<file path="src/rtl/wstrb_mon_pkg.sv">
package wstrb_mon_pkg;

    localparam int unsigned LEN_W  = 8;
    localparam int unsigned SIZE_W = 3;

    typedef enum logic [1:0] {
        BURST_FIXED = 2'b00,
        BURST_INCR  = 2'b01,
        BURST_WRAP  = 2'b10,
        BURST_RSVD  = 2'b11
    } burst_e;

    typedef enum logic {
        ST_IDLE  = 1'b0,
        ST_BURST = 1'b1
    } mon_state_e;

endpackage

</file>
<file path="src/rtl/wstrb_burst_fsm.sv">
module wstrb_burst_fsm
    import wstrb_mon_pkg::*;
#(
    parameter int unsigned OFF_W = 12
) (
    input  logic              clk,
    input  logic              rst_n,
    input  logic              aw_fire,
    input  logic [OFF_W-1:0]  aw_off,
    input  logic [SIZE_W-1:0] aw_size_eff,
    input  logic [LEN_W-1:0]  aw_len,
    input  logic [1:0]        aw_burst,
    input  logic              w_fire,
    input  logic              w_last,
    output logic              busy,
    output logic              take,
    output logic              beat_fire,
    output logic [OFF_W-1:0]  ctx_off,
    output logic [SIZE_W-1:0] ctx_size,
    output logic [LEN_W-1:0]  ctx_len,
    output burst_e            ctx_burst,
    output logic [LEN_W-1:0]  beat_idx
);

    mon_state_e state_q, state_d;

    // next-state decision
    always_comb begin
        state_d = state_q;
        unique case (state_q)
            ST_IDLE:  if (aw_fire)           state_d = ST_BURST; // ADDR_TAKEN
            ST_BURST: if (w_fire && w_last)  state_d = ST_IDLE;  // LAST_BEAT
            default:                         state_d = ST_IDLE;
        endcase
    end

    // state register
    always_ff @(posedge clk) begin
        if (!rst_n) state_q <= ST_IDLE;
        else        state_q <= state_d;
    end

    // outputs of the state machine
    always_comb begin
        busy      = (state_q == ST_BURST);
        take      = (state_q == ST_IDLE) && aw_fire;
        beat_fire = (state_q == ST_BURST) && w_fire;
    end

    // burst context and beat counter
    always_ff @(posedge clk) begin
        if (!rst_n) begin
            ctx_off   <= '0;
            ctx_size  <= '0;
            ctx_len   <= '0;
            ctx_burst <= BURST_INCR;
            beat_idx  <= '0;
        end else begin
            if (take) begin
                ctx_off   <= aw_off;
                ctx_size  <= aw_size_eff;
                ctx_len   <= aw_len;
                ctx_burst <= burst_e'(aw_burst);
                beat_idx  <= '0;
            end else if (beat_fire) begin
                beat_idx  <= w_last ? '0 : beat_idx + 1'b1;
            end
        end
    end

endmodule

</file>
<file path="src/rtl/wstrb_beat_addr.sv">
module wstrb_beat_addr
    import wstrb_mon_pkg::*;
#(
    parameter int unsigned OFF_W = 12
) (
    input  logic [OFF_W-1:0]  start_off,
    input  logic [SIZE_W-1:0] size,
    input  logic [LEN_W-1:0]  len,
    input  burst_e            burst,
    input  logic [LEN_W-1:0]  beat,
    output logic [OFF_W-1:0]  beat_off
);

    logic [OFF_W-1:0] unit;
    logic [OFF_W-1:0] aligned;
    logic [OFF_W-1:0] step;
    logic [OFF_W-1:0] span_mask;
    logic [OFF_W-1:0] linear;

    always_comb begin
        unit      = OFF_W'(1) << size;
        aligned   = start_off & ~(unit - OFF_W'(1));
        step      = OFF_W'(beat) << size;
        span_mask = ((OFF_W'(len) + OFF_W'(1)) << size) - OFF_W'(1);
        linear    = aligned + step;
        if (beat == '0) begin
            beat_off = start_off;
        end else begin
            unique case (burst)
                BURST_FIXED: beat_off = start_off;
                BURST_WRAP:  beat_off = (aligned & ~span_mask) | (linear & span_mask);
                BURST_INCR,
                BURST_RSVD:  beat_off = linear;
                default:     beat_off = linear;
            endcase
        end
    end

endmodule

</file>
<file path="src/rtl/wstrb_lane_mask.sv">
module wstrb_lane_mask
    import wstrb_mon_pkg::*;
#(
    parameter int unsigned BUS_BYTES = 8,
    localparam int unsigned LANE_W   = $clog2(BUS_BYTES)
) (
    input  logic [LANE_W-1:0]    lane_lo,
    input  logic [SIZE_W-1:0]    size,
    output logic [BUS_BYTES-1:0] permit
);

    logic [LANE_W:0] unit;
    logic [LANE_W:0] base;
    logic [LANE_W:0] stop;

    always_comb begin
        unit = (LANE_W+1)'(1) << size;
        base = {1'b0, lane_lo} & ~(unit - (LANE_W+1)'(1));
        stop = base + unit;
    end

    for (genvar g = 0; g < BUS_BYTES; g++) begin : g_lane
        assign permit[g] = ((LANE_W+1)'(g) >= {1'b0, lane_lo}) &&
                           ((LANE_W+1)'(g) <  stop);
    end

endmodule

</file>
<file path="src/rtl/wstrb_lane_monitor.sv">
module wstrb_lane_monitor
    import wstrb_mon_pkg::*;
#(
    parameter int unsigned ADDR_W    = 32,
    parameter int unsigned BUS_BYTES = 8
) (
    input  logic                 clk,
    input  logic                 rst_n,
    input  logic                 aw_valid,
    input  logic                 aw_ready,
    input  logic [ADDR_W-1:0]    aw_addr,
    input  logic [2:0]           aw_size,
    input  logic [7:0]           aw_len,
    input  logic [1:0]           aw_burst,
    input  logic                 w_valid,
    input  logic                 w_ready,
    input  logic [BUS_BYTES-1:0] w_strb,
    input  logic                 w_last,
    output logic                 err_lane,
    output logic                 err_last,
    output logic                 err_wrap,
    output logic [7:0]           err_beat
);

    localparam int unsigned LANE_W   = $clog2(BUS_BYTES);
    localparam int unsigned MAX_SIZE = LANE_W;
    localparam int unsigned OFF_W    = LANE_W + LEN_W + 1;

    logic              aw_fire, w_fire;
    logic [SIZE_W-1:0] size_eff;
    logic              busy, take, beat_fire;
    logic [OFF_W-1:0]  ctx_off, beat_off;
    logic [SIZE_W-1:0] ctx_size;
    logic [LEN_W-1:0]  ctx_len, beat_idx;
    burst_e            ctx_burst;
    logic [BUS_BYTES-1:0] permit;
    logic [LANE_W-1:0] wrap_low_mask;
    logic              lane_bad, last_bad, wrap_bad;

    assign aw_fire  = aw_valid && aw_ready;
    assign w_fire   = w_valid && w_ready;
    assign size_eff = (aw_size > SIZE_W'(MAX_SIZE)) ? SIZE_W'(MAX_SIZE) : aw_size;

    wstrb_burst_fsm #(.OFF_W(OFF_W)) u_fsm (
        .clk         (clk),
        .rst_n       (rst_n),
        .aw_fire     (aw_fire),
        .aw_off      (aw_addr[OFF_W-1:0]),
        .aw_size_eff (size_eff),
        .aw_len      (aw_len),
        .aw_burst    (aw_burst),
        .w_fire      (w_fire),
        .w_last      (w_last),
        .busy        (busy),
        .take        (take),
        .beat_fire   (beat_fire),
        .ctx_off     (ctx_off),
        .ctx_size    (ctx_size),
        .ctx_len     (ctx_len),
        .ctx_burst   (ctx_burst),
        .beat_idx    (beat_idx)
    );

    wstrb_beat_addr #(.OFF_W(OFF_W)) u_addr (
        .start_off (ctx_off),
        .size      (ctx_size),
        .len       (ctx_len),
        .burst     (ctx_burst),
        .beat      (beat_idx),
        .beat_off  (beat_off)
    );

    wstrb_lane_mask #(.BUS_BYTES(BUS_BYTES)) u_mask (
        .lane_lo (beat_off[LANE_W-1:0]),
        .size    (ctx_size),
        .permit  (permit)
    );

    always_comb begin
        wrap_low_mask = LANE_W'(((LANE_W+1)'(1) << size_eff) - (LANE_W+1)'(1));
        lane_bad = beat_fire && |(w_strb & ~permit);
        last_bad = beat_fire && w_last && (beat_idx != ctx_len);
        wrap_bad = take && (aw_burst == BURST_WRAP) &&
                   |(aw_addr[LANE_W-1:0] & wrap_low_mask);
    end

    always_ff @(posedge clk) begin
        if (!rst_n) begin
            err_lane <= 1'b0;
            err_last <= 1'b0;
            err_wrap <= 1'b0;
            err_beat <= '0;
        end else begin
            err_lane <= lane_bad;
            err_last <= last_bad;
            err_wrap <= wrap_bad;
            if (lane_bad || last_bad) err_beat <= beat_idx;
        end
    end

endmodule

</file>
<file path="config.mk">
export PLATFORM = sky130hd
export DESIGN_NAME = wstrb_lane_monitor
export DESIGN_NICKNAME = d
export VERILOG_FILES = /design/src/rtl/wstrb_mon_pkg.sv /design/src/rtl/wstrb_burst_fsm.sv /design/src/rtl/wstrb_beat_addr.sv /design/src/rtl/wstrb_lane_mask.sv /design/src/rtl/wstrb_lane_monitor.sv
export SDC_FILE = /design/constraint.sdc
export NUM_CORES = 1
export LEC_CHECK = 0
export BUFFER_PORTS_ARGS = -buffer_cell sky130_fd_sc_hd__buf_2
export CORE_ASPECT_RATIO = 1.75
export CORE_UTILIZATION = 35
export CTS_CLUSTER_SIZE = 16
export DETAILED_ROUTE_END_ITERATION = 8
export PLACE_DENSITY_LB_ADDON = 0.2
export SLEW_MARGIN = 20
export SYNTH_ARGS = -nofsm -noshare
export SYNTH_HDL_FRONTEND = slang
export SYNTH_SLANG_ARGS = --single-unit
export TNS_END_PERCENT = 10
</file>
<file path="constraint.sdc">
create_clock -name clk -period 4.45 [get_ports clk]
set_input_delay 0.445 -clock clk [delete_from_list [all_inputs] [get_ports clk]]
set_output_delay 0.445 -clock clk [all_outputs]
set_load 0.05 [all_outputs]
</file>
==> results of run 1 <==
-- state kept, by name (all words and copies together) (netlist names) --
| name | flops |
|---|---|
| u_fsm.ctx_off | 3 |
| u_fsm.ctx_len | 8 |
| err_lane | 1 |
| u_fsm.beat_idx | 8 |
| err_beat | 8 |
| u_fsm.ctx_burst | 2 |
| err_wrap | 1 |
| err_last | 1 |
| u_fsm.ctx_size | 3 |
| u_fsm.busy | 1 |
-- synthesized netlist by cell type (all sizes together), types with 4 or more instances --
library cell  instances  area [um^2]
mux2i                11        122.6
nand2                58        217.7
ha                    8        100.1
o211a                 4        40.04
nor2b                 4        27.53
nand4                 5        31.28
inv                   9        33.78
o21ai                10        53.80
xor2                 15        131.4
nand3                 8        40.04
a21o                  4        30.03
a21boi               14        105.1
nor2                 30        117.6
nor3b                 4        35.03
a31oi                 4        40.04
and3                  5        36.28
buf                   8        61.31
nand2b                5        31.28
nor4                  5        37.53
a21oi                11        58.81
dfxtp                36        720.7
clkbuf                9        33.78
-- stage by stage --
stage / hold WS [ns] / util / total power, W
floorplan: 0.4551 / - / 0.0004526
global placement: 0.4429 / 0.4100 / 0.0005003
detailed placement: 0.4438 / 0.4100 / 0.0005019
CTS: 0.4050 / 0.4411 / 0.001023
global route: 0.4235 / 0.4484 / 0.001058
finish: 0.4117 / 0.4484 / 0.001017
-- what timing repair did --
| item | 4_1_cts | 5_1_grt |
|---|---|---|
| endpoints found under the setup margin | 0 | 8 |
| gates resized for setup | 0 | 4 |
| buffers inserted | 0 | 1 |
| endpoints found under the hold margin | 0 | 0 |
-- cells by family after synthesis --
family | Yosys count
simple gates | 141
compound gates | 66
flops | 36
buf+inv | 26
xor+xnor | 18
mux | 13
fa+ha+maj | 9
-- power breakdown --
group,switching (W),total [W],internal (W)
clock network,0.000140,0.000518,0.000378
registers,0.00000986,0.000341,0.000331
logic,0.0000860,0.000159,0.0000728
-- per-layer routing --
| layer | share of wire | vias up | global-route usage |
|---|---|---|---|
| li1 | - | 1178 | - |
| met4 | 0.020 | 0 | 0.06809 |
| met5 | 0 | - | 0 |
| met3 | 0.021 | 9 | 0.02092 |
| met2 | 0.56 | 38 | 0.3565 |
| met1 | 0.40 | 1080 | 0.1939 |
-- worst max-delay path: cells and delay by family, from the launching register on --
kind	cells	cell delay [ns]
AOI/OAI and AO/OA	4	1.00
DFF	1	0.39
and+or+nand+nor	7	1.45
buffers and inverters	4	0.44
muxes	1	0.12
adders and majority gates	2	0.75
-- worst max path at each step --
stage / from / to
2_1_floorplan: u_fsm.ctx_size[0]$_SDFFE_PN0P_ / err_beat[0]$_SDFFE_PN0P_
3_3_place_gp: u_fsm.ctx_size[2]$_SDFFE_PN0P_ / err_beat[1]$_SDFFE_PN0P_
3_5_place_dp: u_fsm.ctx_size[2]$_SDFFE_PN0P_ / err_beat[5]$_SDFFE_PN0P_
4_1_cts: u_fsm.ctx_size[2]$_SDFFE_PN0P_ / err_beat[5]$_SDFFE_PN0P_
5_1_grt: u_fsm.ctx_size[2]$_SDFFE_PN0P_ / err_beat[7]$_SDFFE_PN0P_
6_report: u_fsm.ctx_size[2]$_SDFFE_PN0P_ / err_beat[7]$_SDFFE_PN0P_
-- layout by cell type (no fill, tap or decap), drive strengths merged, types with 8 or more instances in the layout --
cell / instances
dfxtp: 36
nand3: 8
ha: 8
nand2: 58
a21oi: 11
o21ai: 10
buf: 56
a21boi: 14
mux2i: 11
nor2: 30
inv: 9
xor2: 15
-- layout make-up --
| type | count | area [um^2] | area share |
|---|---|---|---|
| Clock buffer | 5 | 125.1 | 0.04040 |
| Sequential cell | 36 | 720.7 | 0.2327 |
| Inverter | 9 | 33.78 | 0.01091 |
| Timing Repair Buffer | 56 | 330.3 | 0.1067 |
| Clock inverter | 3 | 90.09 | 0.02909 |
| Tap cell | 84 | 105.1 | 0.03394 |
| Multi-Input combinational cell | 247 | 1692 | 0.5463 |
==> summary.md, run 1 <==
| Metric | Value |
|---|---|
| Core area | 6907 um^2 |
| Cts hold-fix bufs | 0 |
| Arr. time, crit path | 4.43 ns |
| ANT cells | 0 |
| Final hold vios | 0 |
| H-tree lvl count | 2 |
| Largest fanout on the critical path | 8 |
| Post-route setup slack | 0.1951 ns |
| Worst hold stages | 3 |
| Initial DRC Count | 63 |
| CP max-delay cell | fa_1 |
| Reg-to-reg startpoint | u_fsm.ctx_size[2]$_SDFFE_PN0P_ |
| Detailed placer's ending HPWL | 4.866 mm |
| Post-synthesis xor/xnor area fraction | 0.06278 |
| Max-slew violations | 0 |
| CTS max path bufs | 2 |
| Async S/R FF share, synth | 0 |
| Worst-path clk slew | 0.06 ns |
| Starting Density | 0.3636 |
| WP data required | 4.62 ns |
| IO Count | 71 |
| All-Layer GR Usage | 0.1838 |
| Final non-filler cell total | 440 |
| Worst Setup Start Kind | register |
| Root buffer cell | clkbuf_16 |
| FILL cells | 712 |
| Post-synthesis adder-cell area fraction | 0.04783 |
| FMAX | 235.0 MHz |
| Relative slew slack | 0.5137 |
| Mean number of vias per cell | 5.239 |
| Final #Nets | 424 |
| CTS tree | done |
| Final GP Congestion | 0.7775 |
| Mapped Area | 2511 um^2 |
| Initial antenna violation count | 0 |
| Synth cell types | 68 |
| Clock Latency Late Sink | 0.29 ns |
| Min-delay src | aw_len[7] |
| Max-cap violations | 0 |
| Syn Inst Count | 309 |
| Placed Cells | 431 |
| Status | completed |
| Critical path type | reg -> reg |
| Layout cells sized above 1 | 0.2500 |
| Worst VDD drop | 314.2 uV |
| Synth Area in Simple Gates | 0.2845 |
| Layout area overhead | 23.32% |
| Compound-Gate Fraction of Synth Area | 0.2073 |
| Vias | 2305 |
| Leak pwr | 1.401 nW |
| FF-to-FF End | err_beat[7]$_SDFFE_PN0P_ |
| Clock sinks | 36 |
| Vias in the first global route | 2304 |
| DRT antenna net count | 0 |
| CP endpoint kind | register |
| Setup violations, final | 0 |
| Min-delay worst type | in -> reg |
| PwrDens | 328.4 nW/um^2 |
| Final worst-path cycle share | 0.9562 |
| Placed inst area | 2831 um^2 |
| Post-Layout Inst Area | 3097 um^2 |
| WL final | 6.301 mm |
| Reg2reg path depth | 18 |
| Seq cells post-synth | 36 |
| Internal reg-to-reg setup slack | 0.20 ns |
| Die width | 66.03 um |
| Worst Skew | 0.005755 ns |
| Syn nets | 378 |
| Num rows | 40 |
| Sequential element share of the synthesized area | 0.2870 |
| Critical-path cell list | nor3_2 > inv_1 > ha_1 > nand2_1 > inv_1 > fa_1 > or2_1 > o221a_2 > nand2_1 > nor4_1 > buf_4 > or2_4 > or3_1 > a221o_1 > o21ai_4 > a31oi_4 > buf_12 > mux2i_1 |
| Largest net degree at the start of global routing | 38 |
| Yosys warnings | 0 |
| Tmin final | 4.255 ns |
| Drc violations | 0 |
| Buffers added on ports | 41 |
| Number of buffers created by CTS | 5 |
| Slew @ Worst Pin | 0.7287 ns |
| Die area | 7531 um^2 |
| First-pass GRT wire length | 10.70 mm |
| Routed len/inst | 14.32 um |
| Most frequently used flop master after synthesis | dfxtp_1 |
| Setup TNS | 0 ns |
| Worst path max stage delay | 0.46 ns |
| EDFF count, synth | 0 |
| Mux share of post-synthesis cell area | 0.05929 |
| WHS Endpoint | u_fsm.ctx_len[7]$_SDFFE_PN0P_ |
| Drt first pass iters | 4 |
| Pre-CTS worst setup slack | 0.1666 ns |
| Die Y-Extent | 114.1 um |
| Largest family of logic cells by synthesized area | simple AND/OR/NAND/NOR gates |
| Syn Area/Cell | 8.127 um^2 |
| Total gr overflow | 0 |
| RSZ-0062 raised after global routing | false |
(Power assumes the default switching activity.)
==> run 2, diff against run 1 <==
--- a/config.mk
+++ b/config.mk
@@ -14,5 +14,6 @@
 export SLEW_MARGIN = 20
 export SYNTH_ARGS = -nofsm -noshare
 export SYNTH_HDL_FRONTEND = slang
+export SYNTH_HIERARCHICAL = 1
 export SYNTH_SLANG_ARGS = --single-unit
 export TNS_END_PERCENT = 10
==> run 2 against run 1 <==
Effect of this change:
- worst setup slack got worse by 0.099 ns
- area after synthesis shrank 0.15%
- final cell count up 2.0%
- routed wire length decreased by 13%
- largest cell class unchanged
- critical path type unchanged
- worst hold slack worse by 0.014 ns
- largest power group unchanged
- fmax is 2.3% lower
- die area shrank 0.15%
- total power down 12%
==> summary.md, run 2 <==
| Metric | Value |
|---|---|
| Status | completed |
| Fin util | 0.4337 |
| Total gr overflow | 0 |
| Final hold vios | 0 |
| Mean number of vias per cell | 4.791 |
| Grt met3 use | 0.03300 |
| Vias | 2151 |
| CP max-delay cell | fa_1 |
| Drt first pass iters | 4 |
| Initial antenna violation count | 0 |
| Worst path max stage delay | 0.55 ns |
| Root buffer cell | clkbuf_16 |
| Tmin final | 4.354 ns |
| Drc violations | 0 |
| Largest fanout on the critical path | 8 |
| ANT cells | 0 |
| Critical path's top delay family | compound AO/OA/AOI/OAI gates |
| Commonest non-fill, non-tap cells in the layout | 64 x nand2_1, 41 x buf_2, 35 x dfxtp_1 |
| Worst-path clk slew | 0.05 ns |
| Critical path type | reg -> reg |
| Top Registers | err_beat (8), u_fsm/beat_idx (8), u_fsm/ctx_len (8) |
| Worst Setup Start Kind | register |
| WP data required | 4.66 ns |
| Number of buffers created by CTS | 5 |
| M2 GR Usage | 0.2878 |
| Detailed placer's ending HPWL | 4.351 mm |
| CP endpoint kind | register |
| Syn nets | 396 |
| First-pass GRT wire length | 9.225 mm |
| Combinational share of power | 0.182 |
| FILL cells | 730 |
| CTS max path bufs | 2 |
| PwrDens | 298.9 nW/um^2 |
| Core area | 6907 um^2 |
| CP bufs+invs | 4 |
| Final hold slack | 0.3980 ns |
| Leak pwr | 1.350 nW |
| Clock sinks | 36 |
| Reg-to-reg startpoint | u_fsm/ctx_size[0]$_SDFFE_PN0P_ |
| Routed len/inst | 12.18 um |
| Psw | 0.0002234 W |
| Final #Nets | 434 |
| Post-Layout Inst Area | 2995 um^2 |
| FMAX | 229.7 MHz |
| Clock power share | 0.440 |
| Num rows | 40 |
| Max-slew violations | 0 |
| Syn Inst Count | 326 |
| Layout cells sized above 1 | 0.2493 |
| Die Y-Extent | 114.0 um |
| CTS tree | done |
| Layout area overhead | 19.46% |
| Buffers added on ports | 41 |
| IO Count | 71 |
| Die width | 65.98 um |
| Critical-path cell list | nor3_2 > buf_4 > and2_1 > ha_1 > inv_1 > fa_1 > o22ai_1 > a21oi_1 > o21ai_2 > xnor2_1 > nor3_1 > ha_2 > inv_1 > o311a_4 > a2111oi_4 > o22ai_1 > or4_4 > a21oi_4 > buf_12 > mux2i_1 |
| Yosys warnings | 6 |
| GR Layer Usage met1 | 0.1729 |
| Clock Latency Late Sink | 0.28 ns |
| WL final | 5.468 mm |
| DRT antenna net count | 0 |
| Arr. time, crit path | 4.57 ns |
| Worst VDD drop | 184.7 uV |
| Mapped Area | 2507 um^2 |
| Final worst-path cycle share | 0.9784 |
| Final GP Congestion | 0.8354 |
| Vias in the first global route | 2032 |
| Min-delay src | aw_len[3] |
| Seq pwr share | 0.378 |
| Relative slew slack | 0.5564 |
| Die area | 7520 um^2 |
| Slew @ Worst Pin | 0.6654 ns |
| Crit path from | u_fsm/ctx_size[0]$_SDFFE_PN0P_ |
| Starting Density | 0.3630 |
| Max-cap violations | 0 |
| Switching part of the total | 0.2495 |
| Placed inst area | 2821 um^2 |
| GRT Max-Usage Layer | met2 |
| H-tree lvl count | 2 |
| Syn Area/Cell | 7.691 um^2 |
| RSZ-0062 raised after global routing | true |
| Setup violations, final | 0 |
| All-Layer GR Usage | 0.1613 |
| Min-delay worst type | in -> reg |
| Largest net degree at the start of global routing | 38 |
| Initial DRC Count | 83 |
| Worst Skew | 0.003525 ns |
| Most common cell after layout, fill and taps aside | nand2_1 |
| Cell-internal power | 0.0006720 W |
## run 2: per-stage QoR
step           worst slack, ns  setup TNS [ns]  total power [W]  cells
2_1_floorplan         -0.03247         -0.2598        0.0004695    326
3_3_place_gp           0.04843               0        0.0005064    441
3_5_place_dp         -0.001082       -0.001082        0.0005080    441
4_1_cts                0.03192               0        0.0009070    449
5_1_grt                -0.2410          -1.700        0.0009422    449
6_report               0.09601               0        0.0008954    449
## run 2: worst paths after layout
check | end | slack [ns] | cells after the start
setup / recovery | err_beat[6]$_SDFFE_PN0P_ | 0.1 | 20
hold / removal | u_fsm/ctx_len[3]$_SDFFE_PN0P_ | 0.40 | 3
setup reg to reg | err_beat[6]$_SDFFE_PN0P_ | 0.1 | 20
hold reg to reg | err_beat[1]$_SDFFE_PN0P_ | 0.45 | 2
## run 2: area by class of cell
type,instances,area [um^2],share of cell area
clock inverter,2,35.03,0.01170
tap,84,105.1,0.03509
multi-input combinational,238,1559,0.5205
clock buffer,6,128.9,0.04302
sequential,36,724.4,0.2419
timing repair buffer,59,352.8,0.1178
inverter,24,90.09,0.03008
## run 2: timing repair
item,CTS,global route
hold buffers,0,0
setup endpoints to repair,2,9
pin swaps,0,2
resized for setup,1,2
buffers inserted,0,0
## run 2: tightest hold or removal path: cells and delay by family
| family | cells | cell delay [ns] |
|---|---|---|
| AOI/OAI and AO/OA | 1 | 0.05 |
| and+or+nand+nor | 1 | 0.04 |
| buffers and inverters | 1 | 0.10 |
## run 2: routing by layer
layer | routed length (um) | vias up
met5 | 0 | -
met4 | 163 | 0
met3 | 201 | 13
met2 | 2860 | 43
met1 | 2243 | 933
li1 | - | 1162
## run 2: power groups by stage
stage / Clock (W) / Sequential, W / Combinational (W)
final: 0.000394 / 0.000339 / 0.000163
after global routing: 0.000420 / 0.000340 / 0.000182
after CTS: 0.000405 / 0.000339 / 0.000163
after detailed placement: 0 / 0.000346 / 0.000162
after global placement: 0 / 0.000346 / 0.000161
after floorplan: 0 / 0.000345 / 0.000124
